<file path="src/rtl/pwm_pow2_chan.sv">
module pwm_pow2_chan #(
  parameter int ADDR_W  = 12,
  parameter int CNT_W   = 10,
  parameter int EXP_W   = 5,
  parameter int EXP_MAX = 24
) (
  input  logic              clk,
  input  logic              rst_n,
  input  logic              wr_en,
  input  logic [ADDR_W-1:0] addr,
  input  logic [31:0]       wdata,
  output logic [31:0]       rdata,
  output logic              pwm_out
);
  localparam int PRE_W     = EXP_MAX + 1;
  localparam int EN_BIT    = 0;
  localparam int SP_BIT    = 4;
  localparam int SY_BIT    = 11;
  localparam int EXP_LSB   = 15;
  localparam int PER_LSB   = 16;
  localparam int HI_LSB    = 0;
  localparam logic [ADDR_W-1:0] CTRL_OFF  = ADDR_W'(0);
  localparam logic [ADDR_W-1:0] COUNT_OFF = ADDR_W'(4);
  localparam logic [EXP_W-1:0]  EXP_CAP   = EXP_W'(EXP_MAX);

  logic             en, single, sync;
  logic [EXP_W-1:0] expo;
  logic [CNT_W-1:0] per_r, high_r, act_per, act_high, cnt;
  logic [PRE_W-1:0] pre;

  wire sel_ctrl  = (addr == CTRL_OFF);
  wire sel_count = (addr == COUNT_OFF);
  wire wr_ctrl   = wr_en && sel_ctrl;
  wire wr_count  = wr_en && sel_count;

  wire [EXP_W-1:0] exp_in  = wdata[EXP_LSB +: EXP_W];
  wire [EXP_W-1:0] exp_new = (exp_in > EXP_CAP) ? EXP_CAP : exp_in;

  wire [PRE_W-1:0] pre_lim = (PRE_W'(1) << expo) - PRE_W'(1);
  wire tick = en && (pre == pre_lim);

  wire [CNT_W-1:0] use_per  = (sync && en) ? act_per  : per_r;
  wire [CNT_W-1:0] use_high = (sync && en) ? act_high : high_r;

  wire legal = (use_per != '0) && (use_high != '0) && (use_high <= use_per);
  wire last  = ({1'b0, cnt} + (CNT_W+1)'(1)) >= {1'b0, use_per};
  wire bnd   = tick && last;

  always_ff @(posedge clk) begin
    if (!rst_n) begin
      en       <= 1'b0;
      single   <= 1'b0;
      sync     <= 1'b0;
      expo     <= '0;
      per_r    <= '0;
      high_r   <= '0;
      act_per  <= '0;
      act_high <= '0;
      cnt      <= '0;
      pre      <= '0;
    end else begin
      if (wr_ctrl) begin
        en     <= wdata[EN_BIT];
        single <= wdata[SP_BIT];
        sync   <= wdata[SY_BIT];
        expo   <= exp_new;
      end else if (bnd && single) begin
        en <= 1'b0;
      end

      if (wr_count) begin
        per_r  <= wdata[PER_LSB +: CNT_W];
        high_r <= wdata[HI_LSB  +: CNT_W];
      end

      if (!en || tick) pre <= '0;
      else             pre <= pre + PRE_W'(1);

      if (!en || bnd) cnt <= '0;
      else if (tick)  cnt <= cnt + CNT_W'(1);

      if (!en || !sync || bnd) begin
        act_per  <= per_r;
        act_high <= high_r;
      end
    end
  end

  always_comb begin
    rdata = '0;
    if (sel_ctrl) begin
      rdata[EN_BIT]               = en;
      rdata[SP_BIT]               = single;
      rdata[SY_BIT]               = sync;
      rdata[EXP_LSB +: EXP_W]     = expo;
    end else if (sel_count) begin
      rdata[PER_LSB +: CNT_W]     = per_r;
      rdata[HI_LSB  +: CNT_W]     = high_r;
    end
  end

  assign pwm_out = en && legal && (cnt < use_high);
endmodule


</file>
<file path="config.mk">
export PLATFORM = sky130hd
export DESIGN_NAME = pwm_pow2_chan
export DESIGN_NICKNAME = d
export VERILOG_FILES = /design/src/rtl/pwm_pow2_chan.sv
export SDC_FILE = /design/constraint.sdc
export NUM_CORES = 1
export LEC_CHECK = 0
export ABC_AREA = 1
export BUFFER_PORTS_ARGS = -buffer_cell sky130_fd_sc_hd__buf_2
export CORE_ASPECT_RATIO = 0.8
export CORE_MARGIN = 1.5
export CORE_UTILIZATION = 55
export CTS_CLUSTER_SIZE = 28
export DETAILED_ROUTE_END_ITERATION = 6
export PLACE_DENSITY = 0.8
export SYNTH_ARGS = -nofsm -noshare
export SYNTH_HDL_FRONTEND = slang
export SYNTH_SLANG_ARGS = --single-unit
</file>
<file path="constraint.sdc">
create_clock -name clk -period 6.4 [get_ports clk]
set_clock_uncertainty 0.05 [all_clocks]
set_input_delay 0.32 -clock clk [delete_from_list [all_inputs] [get_ports clk]]
set_output_delay 0.32 -clock clk [all_outputs]
set_load 0.01 [all_outputs]
</file>
# Word-level counts from Yosys, hierarchy flattened
# Index checks and enable logic that the tools add are counted.
# classes
addsub	4
n_lt_le_gt_ge	4
n_eq_ne	2
shift	1
n_mux	15
bitwise	1
n_reduce_logical	22
# op_table
cell	n
10-bit two-way mux	4
25-bit by 1-bit adder with 25-bit output, second input constant	1
25-bit == test	1
1-bit by 5-bit left shift with 25-bit output, first input constant	1
25-bit by 2-bit subtractor with 25-bit output, second input constant	1
10-bit nonzero test	2
12-bit by 3-bit == test with 1-bit output, second input constant	1
12-bit zero test	1
10-bit by 1-bit adder with 11-bit output, second input constant	1
11-bit by 10-bit greater-or-equal comparator with 1-bit output	1
10-bit by 1-bit adder with 10-bit output, second input constant	1
10-bit less-or-equal comparator	1
1-bit logical AND	10
10-bit < comparator	1
5-bit two-way mux	2
1-bit two-way mux	6
6-bit two-way mux	1
5-bit > comparator, second input constant	1
1-bit logical OR	4
4-bit two-way mux	1
2-bit OR reduction	2
3-bit two-way mux	1
1-bit zero test	2
2-bit nonzero test	1
1-bit inverter	1
# word_totals
ff_bits	83
input_bits	47
output_inout_bits	33
word_cells	59

# Longest topological paths before layout
# Gate-level depths: netlist of the first run.
# depth
ltp_word	8
depth_mapped	22
ltp_nobuf	21

# Worst setup path before layout of the first run
# No wires, ideal clock.
# synth_timing
path_kind	reg-to-output
startpoint	register en
endpoint	output pwm_out
arrival_time_ns	2.728
path_slack_ns	3.302
stages_incl_launch_ff	14
path_buffers	3
cell_sequence	dfxtp_1 clkbuf_1 nand2_1 clkbuf_1 clkbuf_1 o21ai_0 inv_1 ha_1 a21oi_1 o21ai_0 a221oi_1 a32oi_1 or3_1 a31oi_1
# synth_via
elab_chain_len	7
# synth_lines
element	line_no	rtl
from (decl)	26	logic en, single, sync;
from (signal assigned)	63	en <= wdata[EN_BIT];
parallel branches: the longest is 6 deep, another holds 10-bit less-or-equal comparator	--	
1-bit logical AND *	102	assign pwm_out = en && legal && (cnt < use_high);
to (decl)	13	output logic pwm_out
# Mark *: on every way between the ends.

# Worst setup path in the final report of the first run
# layout_timing
startpoint	register expo[2]
endpoint	register cnt[0]
# layout_via
elab_chain_len	7
# layout_lines
element	line_no	rtl
from (decl)	27	logic [EXP_W-1:0] expo;
from (signal assigned)	66	expo <= exp_new;
1-bit by 5-bit left shift with 25-bit output *	39	wire [PRE_W-1:0] pre_lim = (PRE_W'(1) << expo) - PRE_W'(1);
25-bit by 2-bit subtractor with 25-bit output *	39	
25-bit == test *	40	wire tick = en && (pre == pre_lim);
1-bit logical AND *	40	
1-bit logical AND	47	wire bnd = tick && last;
1-bit logical OR	79	if (!en || bnd) cnt <= '0;
2-bit OR reduction (no line)	--	
to (signal assigned)	80	else if (tick) cnt <= cnt + CNT_W'(1);
to (decl)	28	logic [CNT_W-1:0] per_r, high_r, act_per, act_high, cnt;
# Every way passes the cells marked *; elsewhere a longest branch is shown, timed or not.
# A chain may end at the register's enable or synchronous reset.

==> results of run 1 <==
[synth_stat cells, drive strengths merged, types with 20 or more instances]
cell type  instances
nand3             69
a21oi             72
xor2              26
inv              131
o21ai             55
clkbuf            20
dfxtp             83
nand2            212
nor2             127
nand4             27
ha                32
buf               23
[power breakdown]
part / leakage [nW] / total (W) / internal [W] / switching, W
clock: 0.149 / 0.000530 / 0.000278 / 0.000252
combinational: 2.30 / 0.0000294 / 0.0000120 / 0.0000174
sequential: 0.668 / 0.000516 / 0.000516 / 0.0000000380
total: 3.12 / 0.00108 / 0.000806 / 0.000270
[final timing paths]
path,start,cells past startpoint,to,slack (ns)
hold reg to reg,pre[0],1,pre[0],0.40
setup / recovery,expo[2],16,cnt[0],2.09
setup reg to reg,expo[2],16,cnt[0],2.09
hold / removal,wdata[2],3,high_r[2],0.20
[flip-flops by register name, indices dropped and copies added, names as in the netlist, 5 cells and up]
| name | flops |
|---|---|
| cnt | 10 |
| act_per | 10 |
| high_r | 10 |
| pre | 25 |
| expo | 5 |
| per_r | 10 |
| act_high | 10 |
[area by class of cell]
cell class | count | area (um2) | share of cell area
clock buffers | 9 | 225 | 0.0340
clock inverters | 7 | 76.3 | 0.0115
inverters | 133 | 499 | 0.0753
multi-input cells | 711 | 3680 | 0.555
flip-flops and latches | 83 | 1660 | 0.251
well taps | 140 | 175 | 0.0264
repair buffers | 61 | 310 | 0.0468
[tightest hold or removal path, cell delays in order]
cell	delay, ns
buf_2	0.07
o21ai_0	0.07
a21oi_1	0.11
[metrics by stage]
step	setup slack [ns]	cells	hold slack (ns)	total power, W	utilization
6_report	2.09	1144	0.205	0.00108	0.634
5_1_grt	1.69	1144	0.214	0.00111	0.634
4_1_cts	2.15	1144	0.199	0.00108	0.634
3_5_place_dp	2.17	1128	0.388	0.000557	0.606
3_3_place_gp	2.19	1128	0.376	0.000556	0.606
2_1_floorplan	3.30	970	0.367	0.000547	-
[cell families (layout without fill, tap and decap cells)]
family / Yosys count / count (layout)
AOI/OAI and AO/OA: 148 / 148
buffers and inverters: 176 / 210
DFF: 83 / 83
adders and majority gates: 32 / 32
other: 1 / 10
and+or+nand+nor: 490 / 490
xor gates and xnor gates: 31 / 31
[metal layers]
layer | vias to the layer above | track usage | share of wire
met5 | - | 0 | 0
met4 | 0 | 0.0635 | 0.0094
met3 | 16 | 0.0505 | 0.066
met2 | 222 | 0.411 | 0.40
met1 | 2780 | 0.420 | 0.53
li1 | 3190 | - | -
==> impl_metrics.py, run 1 <==
metrics = {
    "clock_network": {
        "cts_buffers": 9,
        "cts_tree": "done",
        "post_cts_buffers": 0,
        "cts-root-buf": "clkbuf_16",
        "htree_levels": 3,
        "hold_buffers": 0,
        "ctsResizeCount": 0,
        "clk_pin_slew_ns": 0.07,
        "cts_sinks": 83,
        "insertion_delay_ns": 0.35,
        "clockBufferDepth": 2,
    },
    "yosys": {
        "netlist-cell-type-count": 43,
        "synth-simple-area-share": 0.362,
        "synth_area_um2": 6020,
        "synth_top_flop_cell": "dfxtp_1",
        "ys_seq_area_frac": 0.276,
        "yosysTopAreaCell": "dfxtp_1",
        "muxShareOfSynthArea": 0,
        "yosys-top-cells-area": "dfxtp_1 28%, nand2_1 13%, inv_1 7.9%, nor2_1 7.5%, ha_1 6.7%",
        "yosysTopAreaCellShare": 0.276,
        "syn_inst": 961,
        "synth_seq_cells": 83,
        "synth_compound_area_frac": 0.131,
        "synth_top_family_by_area": "simple AND/OR/NAND/NOR gates",
        "synth_xor_area_frac": 0.0451,
        "yosysWarnings": 0,
        "async_reset_ff_frac": 0,
        "avgSynthCellArea_um2": 6.26,
        "synth_enable_flop_cells": 0,
        "synthAdderAreaFrac": 0.0665,
    },
    "power_and_ir_drop": {
        "ir_drop_mv": 0.123,
        "cellPowerDensity_nw_per_um2": 162,
        "p_leak_nw": 3.12,
    },
    "drt": {
        "drtIter0Drc": 595,
        "via_per_inst": 5.43,
        "via_count": 6208,
        "antenna_left": 0,
        "wl_per_cell_um": 13.5,
        "drcViolationCount": 0,
        "routed_wirelength_mm": 15.4,
        "drtPass1Iterations": 6,
    },
    "placed_design": {
        "place_congestion": 0.950,
        "place_area_um2": 6330,
        "dpl.hpwl_mm": 11.6,
        "port-buffer-count": 59,
    },
    "worst_setup_path": {
        "cp.arrival_ns": 4.48,
        "critical_path.top_delay_family": "simple AND/OR/NAND/NOR gates",
        "worst-path-max-fanout": 41,
        "critPathBufInv": 0,
        "cp_slowest_stage_delay_ns": 0.66,
        "worstPathRequired_ns": 6.56,
        "slowest_stage": "nand3_2",
        "criticalPathCategory": "flip-flop to flip-flop",
        "crit_top_cell": "nor2_1",
        "cp_cell_sequence": "nor2_1 > nand3_1 > ha_1 > xnor2_1 > nor3b_1 > nand2_1 > nor2_1 > nand3_1 > nor2_1 > nand2_1 > nor2_1 > nand2_1 > nor2_2 > nand3_2 > nand2_1 > nor2_1",
        "endpoint_kind": "flip-flop",
        "start_kind": "flip-flop",
    },
    "sta": {
        "finalSetupTns_ns": 0,
        "rsz0062_at_grt": "no",
        "worst_pin_slew_ns": 1.15,
        "relSlewSlack": 0.235,
        "finalMaxSlewViolations": 0,
        "setup_viol": 0,
        "fin_crit_ns": 4.31,
        "finalHoldViolCount": 0,
        "fmax_mhz": 232,
        "fin_crit_sh": 0.674,
    },
    "status": {
        "status": "finished, final reports clean",
    },
    "cells_and_area": {
        "num-fill-cells": 1008,
        "area_delta_synth_final_pct": 10.1,
        "final_common_cell": "nand2_1",
        "final_area_um2": 6630,
        "final_nets": 1078,
        "drive_above_1_share": 0.0946,
        "antenna_cells": 0,
        "final_cell_mix": "210 x nand2_1, 126 x inv_1, 121 x nor2_1",
    },
    "global_route": {
        "gr-total-overflow": 0,
        "grt.total_usage": 0.279,
        "grt_pass1_vias": 5420,
        "grt_pass1_wl_mm": 25.9,
        "antenna_found_initial": 0,
        "grt_max_degree": 48,
    },
    "die": {
        "die_w_um": 120,
        "io_pins": 80,
        "chipHeight_um": 96.6,
        "die-area_um2": 11600,
        "num_rows": 33,
        "core_um2": 10400,
        "start_util": 0.576,
    },
    "hold_path": {
        "hold_path.class": "primary input to flip-flop",
    },
    "job": {
        "cap_violations": 0,
    },
}
Power figures use the tool's default switching activity.
==> run 2, diff against run 1 <==
--- a/config.mk
+++ b/config.mk
@@ -5,14 +5,14 @@
 export SDC_FILE = /design/constraint.sdc
 export NUM_CORES = 1
 export LEC_CHECK = 0
-export ABC_AREA = 1
+export ABC_AREA = 0
 export BUFFER_PORTS_ARGS = -buffer_cell sky130_fd_sc_hd__buf_2
 export CORE_ASPECT_RATIO = 0.8
 export CORE_MARGIN = 1.5
-export CORE_UTILIZATION = 55
+export CORE_UTILIZATION = 53
 export CTS_CLUSTER_SIZE = 28
 export DETAILED_ROUTE_END_ITERATION = 6
-export PLACE_DENSITY = 0.8
+export PLACE_DENSITY = 0.81
 export SYNTH_ARGS = -nofsm -noshare
 export SYNTH_HDL_FRONTEND = slang
 export SYNTH_SLANG_ARGS = --single-unit
==> constraint.sdc (replaced) <==
create_clock -name clk -period 3.8 [get_ports clk]
set_clock_uncertainty 0.05 [all_clocks]
set_input_delay 0.19 -clock clk [delete_from_list [all_inputs] [get_ports clk]]
set_output_delay 0.19 -clock clk [all_outputs]
set_load 0.01 [all_outputs]
==> run 2 against run 1 <==
Net effect: total power up 78%; final area down 2.7%; count of clock-buffer cells in the layout unchanged; register-to-register slack worse by 2.0 ns; largest cell class unchanged; via count down 13%; fmax up 17%; first-iteration DRC count down 7.7%; synthesized area down 7.7%; clock power up 88%; cell count down 22%.
==> impl_metrics.py, run 2 <==
metrics = {
    "clock_network": {
        "clk_pin_slew_ns": 0.07,
        "htree_levels": 3,
        "clockBufferDepth": 2,
        "cts-root-buf": "clkbuf_16",
        "insertion_delay_ns": 0.35,
        "cts_sinks": 83,
        "cts_tree": "done",
        "cts_buffers": 9,
    },
    "sta": {
        "worst_pin_slew_ns": 0.869,
        "fmax_mhz": 272,
        "finalHoldViolCount": 0,
        "finalSetupTns_ns": 0,
        "setup_viol": 0,
        "finalMaxSlewViolations": 0,
        "rsz0062_at_grt": "no",
        "relSlewSlack": 0.419,
        "fin_crit_sh": 0.966,
        "fin_crit_ns": 3.67,
    },
    "drt": {
        "wl_per_cell_um": 16.8,
        "routed_wirelength_mm": 15.1,
        "via_count": 5375,
        "drcViolationCount": 0,
        "antenna_left": 0,
        "via_per_inst": 6.01,
        "drtIter0Drc": 549,
        "drtPass1Iterations": 5,
    },
    "power_and_ir_drop": {
        "ir_drop_mv": 0.324,
        "p_leak_nw": 2.67,
        "cellPowerDensity_nw_per_um2": 296,
    },
    "cells_and_area": {
        "top_register": "pre",
        "final_common_cell": "nand2_1",
        "stdcell_count": 895,
        "final_util": 0.630,
        "final_nets": 829,
        "regArea_um2": 1660,
        "num-fill-cells": 872,
        "area_delta_synth_final_pct": 16.0,
        "drive_above_1_share": 0.158,
        "multi_input_area_um2": 3690,
        "final_area_um2": 6450,
        "antenna_cells": 0,
        "final_cell_mix": "94 x nand2_1, 83 x dfxtp_1, 58 x buf_2",
        "largest_register_ff_count": 25,
    },
    "worst_setup_path": {
        "cp_cell_sequence": "nand2_2 > buf_12 > buf_4 > mux2i_1 > ha_1 > a2111o_1 > a31oi_1 > o21ai_0 > a41o_1 > nor3b_1 > a31oi_2 > buf_6 > nand3_1 > o21ai_0",
        "crit_top_cell": "o21ai_0",
        "criticalPathCategory": "flip-flop to flip-flop",
        "r2r_slack_ns": 0.13,
        "worstPathRequired_ns": 4.00,
        "reg2regPathDepth": 14,
        "start_kind": "flip-flop",
        "worst-path-max-fanout": 40,
        "cp_slowest_stage_delay_ns": 0.42,
        "slowest_stage": "a2111o_1",
        "r2r-start": "sync",
        "endpoint_kind": "flip-flop",
        "r2r_end": "act_high[6]",
        "critical_path.top_delay_family": "compound AO/OA/AOI/OAI gates",
        "critPathBufInv": 3,
        "cp.arrival_ns": 3.88,
    },
    "die": {
        "num_rows": 33,
        "core_um2": 10200,
        "start_util": 0.543,
        "die_w_um": 117,
        "die-area_um2": 11100,
        "chipHeight_um": 94.6,
        "io_pins": 80,
    },
    "yosys": {
        "synth_top_flop_cell": "dfxtp_1",
        "ys_top_cells_by_count": "95 x nand2_1, 83 x dfxtp_1, 55 x nor2_1",
        "synth_enable_flop_cells": 0,
        "yosysTopAreaCell": "dfxtp_1",
        "yosysTopAreaCellShare": 0.299,
        "netlist-cell-type-count": 63,
        "synth_seq_cells": 83,
        "yosysMostFrequentCell": "nand2_1",
        "avgSynthCellArea_um2": 7.89,
        "ys_seq_area_frac": 0.299,
        "syn_inst": 704,
        "async_reset_ff_frac": 0,
        "yosys-top-cells-area": "dfxtp_1 30%, ha_1 7.2%, nand2_1 6.4%, mux2i_1 5.2%, o21ai_0 4.1%",
        "synth_area_um2": 5560,
        "yosysWarnings": 0,
    },
    "placed_design": {
        "port-buffer-count": 59,
        "place_congestion": 0.973,
        "dpl.hpwl_mm": 9.99,
        "place_inst": 872,
        "place_area_um2": 5890,
    },
    "global_route": {
        "grt.total_usage": 0.259,
        "grt_pass1_vias": 4799,
        "gr-total-overflow": 0,
        "grt_pass1_wl_mm": 23.4,
        "grt_max_degree": 70,
        "antenna_found_initial": 0,
    },
    "job": {
        "cap_violations": 0,
    },
    "hold_path": {
        "hold_path.class": "primary input to flip-flop",
        "min_path_cells": 3,
        "hold_end": "sync",
        "hold_start": "wdata[11]",
    },
    "status": {
        "status": "finished, final reports clean",
    },
}
## run 2: cells by family after synthesis
kind of cell,after synthesis,share of synthesized area
AOI/OAI and AO/OA,138,0.165
xor gates and xnor gates,42,0.0687
adders and majority gates,32,0.0720
buffers and inverters,75,0.0691
DFF,83,0.299
muxes,29,0.0522
other,1,0.000675
and+or+nand+nor,304,0.274
## run 2: tightest hold or removal path: stages
cell and delay [ns]:
buf_2 0.09, nand2_1 0.04, a21boi_0 0.06
## run 2: report_power, final
group / internal [W] / total (W) / switching (W)
clock network: 0.000589 / 0.000995 / 0.000406
registers: 0.000869 / 0.000869 / 0.0000000441
logic: 0.0000197 / 0.0000448 / 0.0000251
total: 0.00148 / 0.00191 / 0.000431
## run 2: per-layer routing
| metal | track usage | wire [um] | vias to the layer above |
|---|---|---|---|
| li1 | - | - | 2553 |
| met1 | 0.353 | 6650 | 2543 |
| met2 | 0.410 | 6890 | 247 |
| met3 | 0.0537 | 1220 | 32 |
| met4 | 0.0874 | 303 | 0 |
| met5 | 0 | 0 | - |
## run 2: final cells by class
cell class	instances	share of cell area
clock buffer	9	0.0349
tap	140	0.0272
clock inverter	7	0.0165
timing repair buffer	78	0.0780
multi-input combinational	556	0.573
sequential	83	0.258
inverter	22	0.0128
## run 2: stage by stage
step                      total power, W  setup WS [ns]  hold slack, ns
final                            0.00191          0.128          0.0414
after global placement          0.000932          0.299           0.392
after global routing             0.00195         0.0110          0.0438
after CTS                        0.00191         0.0216          0.0349
after floorplan                 0.000918         0.0933           0.285
after detailed placement        0.000933          0.195           0.395
## run 2: repair_timing
action,4_1_cts,5_1_grt
resized for setup,3,28
endpoints found under the setup margin,1,48
cloned,0,2
hold buffers,0,0
endpoints found under the hold margin,0,0
pin swaps,0,2
setup buffers,0,5
## run 2: worst max-delay path by stage
stage | slack, ns | cells past startpoint | startpoint | endpoint
floorplan | 0.09 | 15 | expo[1] | cnt[7]
global placement | 0.30 | 14 | sync | pwm_out
detailed placement | 0.19 | 12 | expo[1] | cnt[2]
CTS | 0.02 | 11 | sync | pwm_out
global route | 0.01 | 14 | sync | act_per[7]
finish | 0.13 | 14 | sync | act_high[6]
